## src/rtl/ebr_pkg.sv

```systemverilog
package ebr_pkg;

    typedef enum logic [2:0] {
        ST_OFF   = 3'd0,
        ST_PREP  = 3'd1,
        ST_OWN   = 3'd2,
        ST_QUIET = 3'd3,
        ST_TRI   = 3'd4,
        ST_YIELD = 3'd5
    } hand_st_e;

endpackage

```

## src/rtl/ebr_sync.sv

```systemverilog
module ebr_sync #(
    parameter int   STAGES  = 2,
    parameter logic RST_VAL = 1'b1
) (
    input  logic clk,
    input  logic rst_n,
    input  logic d_i,
    output logic q_o
);
    logic [STAGES-1:0] sh_q;

    always_ff @(posedge clk or negedge rst_n) begin
        if (!rst_n) sh_q <= {STAGES{RST_VAL}};
        else        sh_q <= {sh_q[STAGES-2:0], d_i};
    end

    assign q_o = sh_q[STAGES-1];
endmodule

```

## src/rtl/ebr_rr_pick.sv

```systemverilog
module ebr_rr_pick #(
    parameter int N     = 5,
    localparam int IW   = (N > 1) ? $clog2(N) : 1
) (
    input  logic [N-1:0]  req_i,
    input  logic [IW-1:0] last_i,
    output logic          any_o,
    output logic [N-1:0]  pick_oh_o
);
    always_comb begin
        logic found;
        found     = 1'b0;
        pick_oh_o = '0;
        for (int k = 0; k < N; k++) begin
            int idx;
            idx = (int'(last_i) + 1 + k) % N;
            if (!found && req_i[idx]) begin
                pick_oh_o[idx] = 1'b1;
                found          = 1'b1;
            end
        end
        any_o = found;
    end
endmodule

```

## src/rtl/ebr_group_end.sv

```systemverilog
module ebr_group_end #(
    parameter int N   = 5,
    localparam int IW = (N > 1) ? $clog2(N) : 1
) (
    input  logic [N-1:0]  gnt_i,
    input  logic [N-1:0]  lock_i,
    input  logic          cyc_end_i,
    output logic          done_o,
    output logic [IW-1:0] idx_o
);
    assign done_o = (|gnt_i) && cyc_end_i && !(|(gnt_i & lock_i));

    always_comb begin
        idx_o = '0;
        for (int i = 0; i < N; i++) begin
            if (gnt_i[i]) idx_o = IW'(i);
        end
    end
endmodule

```

## src/rtl/ext_bus_arbiter.sv

```systemverilog
module ext_bus_arbiter
    import ebr_pkg::*;
#(
    parameter int N_REQ       = 5,
    parameter int SYNC_STAGES = 2
) (
    input  logic             clk,
    input  logic             rst_n,
    input  logic             slave_mode_i,
    input  logic [N_REQ-1:0] req_i,
    input  logic [N_REQ-1:0] lock_i,
    input  logic             cyc_end_i,
    input  logic             breq_n_i,
    output logic             back_n_o,
    output logic [N_REQ-1:0] gnt_o,
    output logic             strobe_en_o,
    output logic             bus_oe_o
);
    localparam int IDX_W = (N_REQ > 1) ? $clog2(N_REQ) : 1;

    typedef struct packed {
        hand_st_e         st;
        logic [N_REQ-1:0] gnt;
        logic [IDX_W-1:0] last;
        logic             ext;
    } regs_t;

    regs_t r_q, r_d;

    logic             breq_n_s;
    logic             breq_act;
    logic             any_req;
    logic [N_REQ-1:0] pick_oh;
    logic             grp_done;
    logic [IDX_W-1:0] gnt_idx;

    ebr_sync #(.STAGES(SYNC_STAGES), .RST_VAL(1'b1)) u_sync (
        .clk   (clk),
        .rst_n (rst_n),
        .d_i   (breq_n_i),
        .q_o   (breq_n_s)
    );

    ebr_rr_pick #(.N(N_REQ)) u_pick (
        .req_i     (req_i),
        .last_i    (r_q.last),
        .any_o     (any_req),
        .pick_oh_o (pick_oh)
    );

    ebr_group_end #(.N(N_REQ)) u_gend (
        .gnt_i     (r_q.gnt),
        .lock_i    (lock_i),
        .cyc_end_i (cyc_end_i),
        .done_o    (grp_done),
        .idx_o     (gnt_idx)
    );

    // off-chip request counts only in master mode
    assign breq_act = !breq_n_s && !slave_mode_i;

    always_comb begin
        r_d = r_q;
        unique case (r_q.st)
            ST_OFF: begin
                if (breq_act)                        r_d.st = ST_YIELD;
                else if (!slave_mode_i || any_req)   r_d.st = ST_PREP;
            end
            ST_PREP: r_d.st = ST_OWN;
            ST_OWN: begin
                if (|r_q.gnt) begin
                    if (grp_done) begin
                        r_d.gnt  = '0;
                        r_d.last = gnt_idx;
                        if (breq_act) begin
                            r_d.st  = ST_QUIET;
                            r_d.ext = 1'b1;
                        end
                    end
                end else if (breq_act) begin
                    r_d.st  = ST_QUIET;
                    r_d.ext = 1'b1;
                end else if (any_req) begin
                    r_d.gnt = pick_oh;
                end else if (slave_mode_i) begin
                    r_d.st  = ST_QUIET;
                    r_d.ext = 1'b0;
                end
            end
            ST_QUIET: r_d.st = ST_TRI;
            ST_TRI: begin
                r_d.st  = (r_q.ext && breq_act) ? ST_YIELD : ST_OFF;
                r_d.ext = 1'b0;
            end
            ST_YIELD: begin
                if (!breq_act) r_d.st = ST_OFF;
            end
            default: r_d.st = ST_OFF;
        endcase
    end

    always_ff @(posedge clk or negedge rst_n) begin
        if (!rst_n) begin
            r_q.st   <= ST_OFF;
            r_q.gnt  <= '0;
            r_q.last <= IDX_W'(N_REQ - 1);
            r_q.ext  <= 1'b0;
        end else begin
            r_q <= r_d;
        end
    end

    assign gnt_o       = r_q.gnt;
    assign strobe_en_o = (r_q.st == ST_OWN);
    assign bus_oe_o    = (r_q.st == ST_PREP) || (r_q.st == ST_OWN) || (r_q.st == ST_QUIET);
    assign back_n_o    = (r_q.st != ST_YIELD);
endmodule

```

## config.mk

```make
export PLATFORM = sky130hd
export DESIGN_NAME = ext_bus_arbiter
export DESIGN_NICKNAME = d
export VERILOG_FILES = /design/src/rtl/ebr_pkg.sv /design/src/rtl/ebr_sync.sv /design/src/rtl/ebr_rr_pick.sv /design/src/rtl/ebr_group_end.sv /design/src/rtl/ext_bus_arbiter.sv
export SDC_FILE = /design/constraint.sdc
export NUM_CORES = 1
export LEC_CHECK = 0
export BUFFER_PORTS_ARGS = -buffer_cell sky130_fd_sc_hd__clkbuf_2
export CAP_MARGIN = 0
export CORE_UTILIZATION = 30
export CTS_BUF_LIST = sky130_fd_sc_hd__clkbuf_16
export CTS_CLUSTER_DIAMETER = 60
export DETAILED_ROUTE_END_ITERATION = 8
export PLACE_DENSITY_LB_ADDON = 0.2
export SKIP_LAST_GASP = 1
export SYNTH_ARGS = -nofsm -noshare
export SYNTH_HDL_FRONTEND = slang
export SYNTH_SLANG_ARGS = --single-unit
```

## constraint.sdc

```tcl
create_clock -name clk -period 8.3 [get_ports clk]
set_input_delay 1.66 -clock clk [delete_from_list [all_inputs] [get_ports clk]]
set_output_delay 1.66 -clock clk [all_outputs]
set_load 0.02 [all_outputs]
```

==> impl_metrics.csv, run 1 <==
group,metric,value,unit
outcome,status,"finished, final reports clean",
clock_network,post-cts-setup-buffers,0,
global_routing,grt_pass1_wl,26800,um
detailed_routing,drt_iter0_markers,539,
floorplan,die_h,130,um
critical_path,crit_required,8460,ps
critical_path,crit_path_cell_trace,"ha_1 -> xor2_2 -> ha_1 -> nor2b_1 -> nor2_1 -> ha_1 -> o41ai_4 -> xnor2_1 -> ha_1 -> nor2_1 -> mux2i_1 -> mux2_2 -> nand2_1 -> inv_1 -> ha_1 -> o22ai_1 -> and3_1 -> a2111oi_2 -> o21ai_1 -> nand4_1 -> or4_1 -> a32oi_1",
synthesis,syn_area,4940,sq um
flow_run,cap_violations,0,
detailed_routing,detail_route.wl_per_cell,18.3,um
placed_design,numPortBuffers,22,
synthesis,synth-edff-count,0,
power_and_ir_drop,p_sw_frac,0.586,
floorplan,pin_count,23,
worst_hold_path,hp-class,"flop to flop",
placed_design,hpwl,12500,um
synthesis,synth_cell_types,104,
critical_path,slowest_stage,"dfrtp_2",
critical_path,crit_cells,22,
synthesis,postSynthAreaPerCell,7.09,sq um
timing,worst_pin_slew,915,ps
detailed_routing,via_per_inst,6.07,
floorplan,coreArea,16000,sq um
cells_and_area,layout.nets,740,
synthesis,synth_top_area_cell,"ha_1",
timing,rsz0062_at_grt,"no",
timing,skew,2.79,ps
clock_network,cts_buffer_depth,2,
critical_path,critPathMostFrequentCell,"ha_1",
cells_and_area,antennaDiodeCount,0,
cells_and_area,synthToLayoutAreaGrowth,5.85,%
floorplan,row_count,46,
detailed_routing,wl,16500,um
detailed_routing,vias,5479,
synthesis,syn-num-nets,749,
timing,fmax,0.142,GHz
synthesis,async_flop_share,1.00,
critical_path,critPathKind,"flop to flop",
cells_and_area,layout-drive-gt1-share,0.128,
synthesis,yosys_warnings,0,
synthesis,synth_top_flop_cell,"dfrtp_1",
timing,fin_crit,7030,ps
clock_network,htree_levels,1,
synthesis,synth_cells,697,
critical_path,crit_buf_inv,1,
timing,fin_tns_setup,0,ps
critical_path,r2r_slack,1270,ps
clock_network,cts_tree,"built",
power_and_ir_drop,switchingPower,0.00108,W
detailed_routing,drcViolationCount,0,
floorplan,die_x,130,um
critical_path,end_kind,"flop",
synthesis,synth_seq_cells,14,
floorplan,die_area,17000,sq um
power_and_ir_drop,peakVddDrop,0.0000938,V
critical_path,r2r_cells,22,
global_routing,grt_pass1_vias,5177,
cells_and_area,final_util,0.327,
global_routing,track_usage,0.196,
synthesis,yosysSeqAreaShare,0.0717,
clock_network,root_buffer,"clkbuf_16",
power_and_ir_drop,power.internal,0.000761,W
global_routing,grt_max_degree,37,
power_and_ir_drop,p_seq_frac,0.070,
synthesis,synth_top_area_frac,0.0937,
detailed_routing,firstDrtPassIters,7,
timing,slew_headroom,0.372,
timing,final-setup-viol-count,0,
timing,finalHoldViolCount,0,
power_and_ir_drop,power.leakage,2.06,nW
critical_path,critPathTopFamily,"simple AND/OR/NAND/NOR gates",
clock_network,cts_inserted_buffers,3,
critical_path,critPathLaunchType,"flop",
floorplan,start_util,0.309,
synthesis,synth.top_cells.by_area,"ha_1 9.4%, dfrtp_1 5.6%, nand2_1 5.4%",
clock_network,ctsHoldBuffers,0,
clock_network,clk-insertion-delay-late,240,ps
global_routing,antenna_found_initial,0,
critical_path,critPathMaxStageDelay,620,ps
placed_design,gp_congestion,0.934,
clock_network,cts.sinks,14,
global_routing,overflow,0,
critical_path,arrival,7190,ps
worst_hold_path,whs_path_depth,0,
power_and_ir_drop,clkPwrFrac,0.051,
detailed_routing,antenna_left,0,
power_and_ir_drop,power_density,351,nW/um^2
timing,finalCritPeriodShare,0.847,
clock_network,cts_resized,0,
clock_network,clk_pin_slew,50,ps
power_and_ir_drop,comb_power_share,0.880,
timing,drv_slew,0,
critical_path,critPathMaxFanout,22,
[worst paths after layout]
kind,from,end
min in group asynchronous,rst_n,r_q[2]
worst max register to register,r_q[1],gnt_o[0]
worst max-delay path,r_q[1],gnt_o[0]
worst min-delay path,u_sync.sh_q[0],u_sync.sh_q[1]
worst min register to register,u_sync.sh_q[0],u_sync.sh_q[1]
max in group asynchronous,rst_n,u_sync.sh_q[0]
[area by class of cell]
class                   count  area, sq um
fillers                  1772        10800
multi-input cells         601         4210
flip-flops and latches     14          355
well taps                 216          270
repair buffers             30          170
inverters                  38          143
clock buffers               3         75.1
clock inverters             1         3.75
[metrics by stage]
stage	hold slack, ps	total power, W	cells	area (sq um)	setup slack [ps]
5_1_grt	360	0.00202	903	5230	690
3_5_place_dp	348	0.00171	899	5150	1330
3_3_place_gp	348	0.00168	899	5150	1610
6_report	355	0.00184	903	5230	1270
4_1_cts	355	0.00181	903	5230	1300
2_1_floorplan	345	0.00137	697	4940	737
[state kept, by name, indices dropped and copies added, names as in the netlist]
signal and count:
gnt_o 5, r_q 7, u_sync.sh_q 2
[metal layers]
layer  global-route usage  share of wire
met1                0.272           0.47
met2                0.327           0.46
met3               0.0156          0.049
met4               0.0472          0.016
met5                    0              0
[kinds of logic (layout without fill, tap and decap cells)]
kind of cell / count (synthesis) / count (layout) / synth area share
XOR/XNOR: 20 / 20 / 0.0370
adder cells (fa/ha/maj): 37 / 37 / 0.0937
AO/OA/AOI/OAI: 237 / 237 / 0.374
multiplexers: 20 / 20 / 0.0451
buffers and inverters: 82 / 72 / 0.0757
flip-flops: 14 / 14 / 0.0717
AND/OR/NAND/NOR: 287 / 287 / 0.302
[Yosys cell counts, types with 5 or more instances]
cell type and number:
dfrtp_1 11, buf_1 5, nand2_1 71, o21a_1 11, ha_1 37, xnor2_1 16
nor4_1 8, nor3b_1 5, o21ai_0 32, nand3_1 24, and3_1 10, a211oi_1 12
inv_1 34, o31ai_1 11, and2_1 6, o22ai_1 5, a21oi_1 32, buf_2 8
mux2i_1 14, o211ai_1 11, a32oi_1 6, buf_4 11, a21o_1 6, nor2b_1 7
nand2b_1 17, nor2_1 62, nor3_1 29, a221o_1 5, clkbuf_1 18, o21ai_1 8
a31oi_1 14, nand4_1 11
[cells in the final DEF, fill, tap and decap left out, drive strengths merged, types with 17 or more instances in the layout]
cell and n:
a21oi 34, clkbuf 25, ha 37, inv 37
nand2 71, nand2b 17, nand3 25, nor2 62
nor3 32, o21ai 40
[power groups by stage]
| stage | combinational [W] | sequential, W | clock, W |
|---|---|---|---|
| after detailed placement | 0.00158 | 0.000128 | 0 |
| after CTS | 0.00159 | 0.000128 | 0.0000941 |
| after floorplan | 0.00126 | 0.000104 | 0 |
| after global routing | 0.00179 | 0.000132 | 0.0000969 |
| after global placement | 0.00156 | 0.000127 | 0 |
| final | 0.00162 | 0.000128 | 0.0000929 |
No activity file was read; power rests on OpenSTA's default activity.
==> run 2, diff against run 1 <==
Clock period 8.3 ns to 6 ns, I/O delays scaled along.
==> impl_metrics.csv, run 2 (synthesis results as in run 1) <==
group,metric,value,unit
power_and_ir_drop,power.internal,0.00113,W
timing,worst_pin_slew,758,ps
global_routing,grt_pass1_wl,25900,um
global_routing,grt_pass1_vias,4940,
clock_network,clk-insertion-delay-late,250,ps
timing,slew_headroom,0.491,
floorplan,row_count,46,
power_and_ir_drop,peakVddDrop,0.000196,V
power_and_ir_drop,total_power,0.00264,W
power_and_ir_drop,comb_power_share,0.886,
timing,fin_tns_setup,0,ps
cells_and_area,antennaDiodeCount,0,
cells_and_area,instances_no_fill,920,
power_and_ir_drop,clkPwrFrac,0.051,
floorplan,die_h,130,um
cells_and_area,layout.nets,757,
cells_and_area,synthToLayoutAreaGrowth,12.2,%
floorplan,die_x,130,um
clock_network,cts_buffer_depth,2,
global_routing,overflow,0,
placed_design,numPortBuffers,22,
cells_and_area,layout-drive-gt1-share,0.183,
timing,skew,0.828,ps
clock_network,root_buffer,"clkbuf_16",
critical_path,critPathKind,"flop to flop",
critical_path,critPathTopFamily,"compound AO/OA/AOI/OAI gates",
power_and_ir_drop,power_density,477,nW/um^2
detailed_routing,antenna_left,0,
clock_network,cts_inserted_buffers,3,
power_and_ir_drop,p_seq_frac,0.063,
floorplan,coreArea,16000,sq um
outcome,status,"finished, final reports clean",
critical_path,slowest_stage,"dfrtp_2",
detailed_routing,wl,16500,um
detailed_routing,detail_route.wl_per_cell,17.9,um
cells_and_area,top_register,"r_q",
placed_design,hpwl,13100,um
cells_and_area,largest_register_ffs,7,
clock_network,cts.sinks,14,
detailed_routing,vias,5500,
timing,finalWorstSetupSlack,303,ps
timing,finalHoldViolCount,0,
power_and_ir_drop,power.leakage,2.17,nW
critical_path,arrival,5830,ps
global_routing,grt_max_degree,44,
floorplan,die_area,17000,sq um
critical_path,critPathLaunchType,"flop",
detailed_routing,drt_iter0_markers,499,
timing,rsz0062_at_grt,"no",
floorplan,pin_count,23,
placed_design,place_ws,73.5,ps
detailed_routing,firstDrtPassIters,5,
global_routing,antenna_found_initial,0,
timing,drv_slew,0,
critical_path,end_kind,"flop",
critical_path,critPathMaxFanout,9,
power_and_ir_drop,switchingPower,0.00151,W
critical_path,crit_required,6130,ps
clock_network,cts_tree,"built",
worst_hold_path,hp-class,"flop to flop",
placed_design,gp_congestion,0.974,
clock_network,htree_levels,1,
detailed_routing,via_per_inst,5.98,
placed_design,dp.cells,914,
flow_run,cap_violations,0,
cells_and_area,layout_commonest_cell,"nand2_1",
global_routing,track_usage,0.192,
critical_path,crit_buf_inv,1,
timing,final-setup-viol-count,0,
clock_network,clk_pin_slew,50,ps
timing,fmax,0.176,GHz
floorplan,start_util,0.309,
power_and_ir_drop,p_sw_frac,0.574,
detailed_routing,drcViolationCount,0,
critical_path,critPathMaxStageDelay,440,ps
cells_and_area,most-common-layout-cells,"71 x nand2_1, 61 x nor2_1, 32 x inv_1, 32 x o21ai_0, 31 x a21oi_1",
timing,fin_crit,5700,ps
critical_path,crit_path_cell_trace,"ha_1 -> xor2_2 -> ha_4 -> nor2b_4 -> nor2_1 -> ha_2 -> o41ai_4 -> xnor2_1 -> ha_2 -> nor2_1 -> mux2i_2 -> mux2_2 -> nand2_1 -> inv_1 -> ha_1 -> o22ai_1 -> and3_1 -> nand3_1 -> a221o_2 -> and2_1 -> a221o_1 -> a211oi_2 -> o21ai_1",
timing,finalCritPeriodShare,0.949,
[run 2: changes by cell type in the layout (fill, tap and decap cells not counted), sizes merged]
cell / change
buf: +17
[run 2: cell type report]
class                      instances  area [sq um]
clock buffer                       3          75.1
clock inverter                     1          3.75
fill                            1752         10500
inverter                          38           158
multi-input combinational        601          4370
sequential                        14           355
tap                              216           270
timing repair buffer              47           310
[run 2: per-layer routing]
metal | track usage | share of wire | vias up
li1 | - | - | 2677
met1 | 0.267 | 0.48 | 2628
met2 | 0.322 | 0.46 | 173
met3 | 0.0103 | 0.042 | 22
met4 | 0.0520 | 0.020 | 0
met5 | 0 | 0 | -
[run 2: power by group through the flow]
| stage | sequential, W | clock [W] | combinational, W |
|---|---|---|---|
| 2_1_floorplan | 0.000145 | 0 | 0.00186 |
| 3_3_place_gp | 0.000167 | 0 | 0.00227 |
| 3_5_place_dp | 0.000167 | 0 | 0.00228 |
| 4_1_cts | 0.000167 | 0.000137 | 0.00229 |
| 5_1_grt | 0.000173 | 0.000140 | 0.00257 |
| 6_report | 0.000168 | 0.000135 | 0.00234 |
[run 2: final timing paths]
path | from | end | slack [ps] | cells past startpoint
setup / recovery | r_q[1] | gnt_o[2] | 300 | 23
min in group asynchronous | rst_n | r_q[0] | 870 | 1
hold reg to reg | u_sync.sh_q[0] | u_sync.sh_q[1] | 360 | 0
setup reg to reg | r_q[1] | gnt_o[2] | 300 | 23
hold / removal | u_sync.sh_q[0] | u_sync.sh_q[1] | 360 | 0
max in group asynchronous | rst_n | r_q[3] | 4800 | 1
[run 2: repair_timing]
item | 4_1_cts | 5_1_grt
hold endpoints to repair | 0 | 0
gates resized for setup | 0 | 7
setup buffers | 0 | 2
hold buffers | 0 | 0
setup endpoints to repair | 0 | 7
[run 2: metrics by stage]
stage / cell area [sq um] / util / hold slack, ps
global route: 5540 / 0.346 / 366
floorplan: 5150 / - / 345
global placement: 5410 / 0.338 / 358
finish: 5540 / 0.346 / 363
CTS: 5490 / 0.343 / 362
detailed placement: 5410 / 0.338 / 354
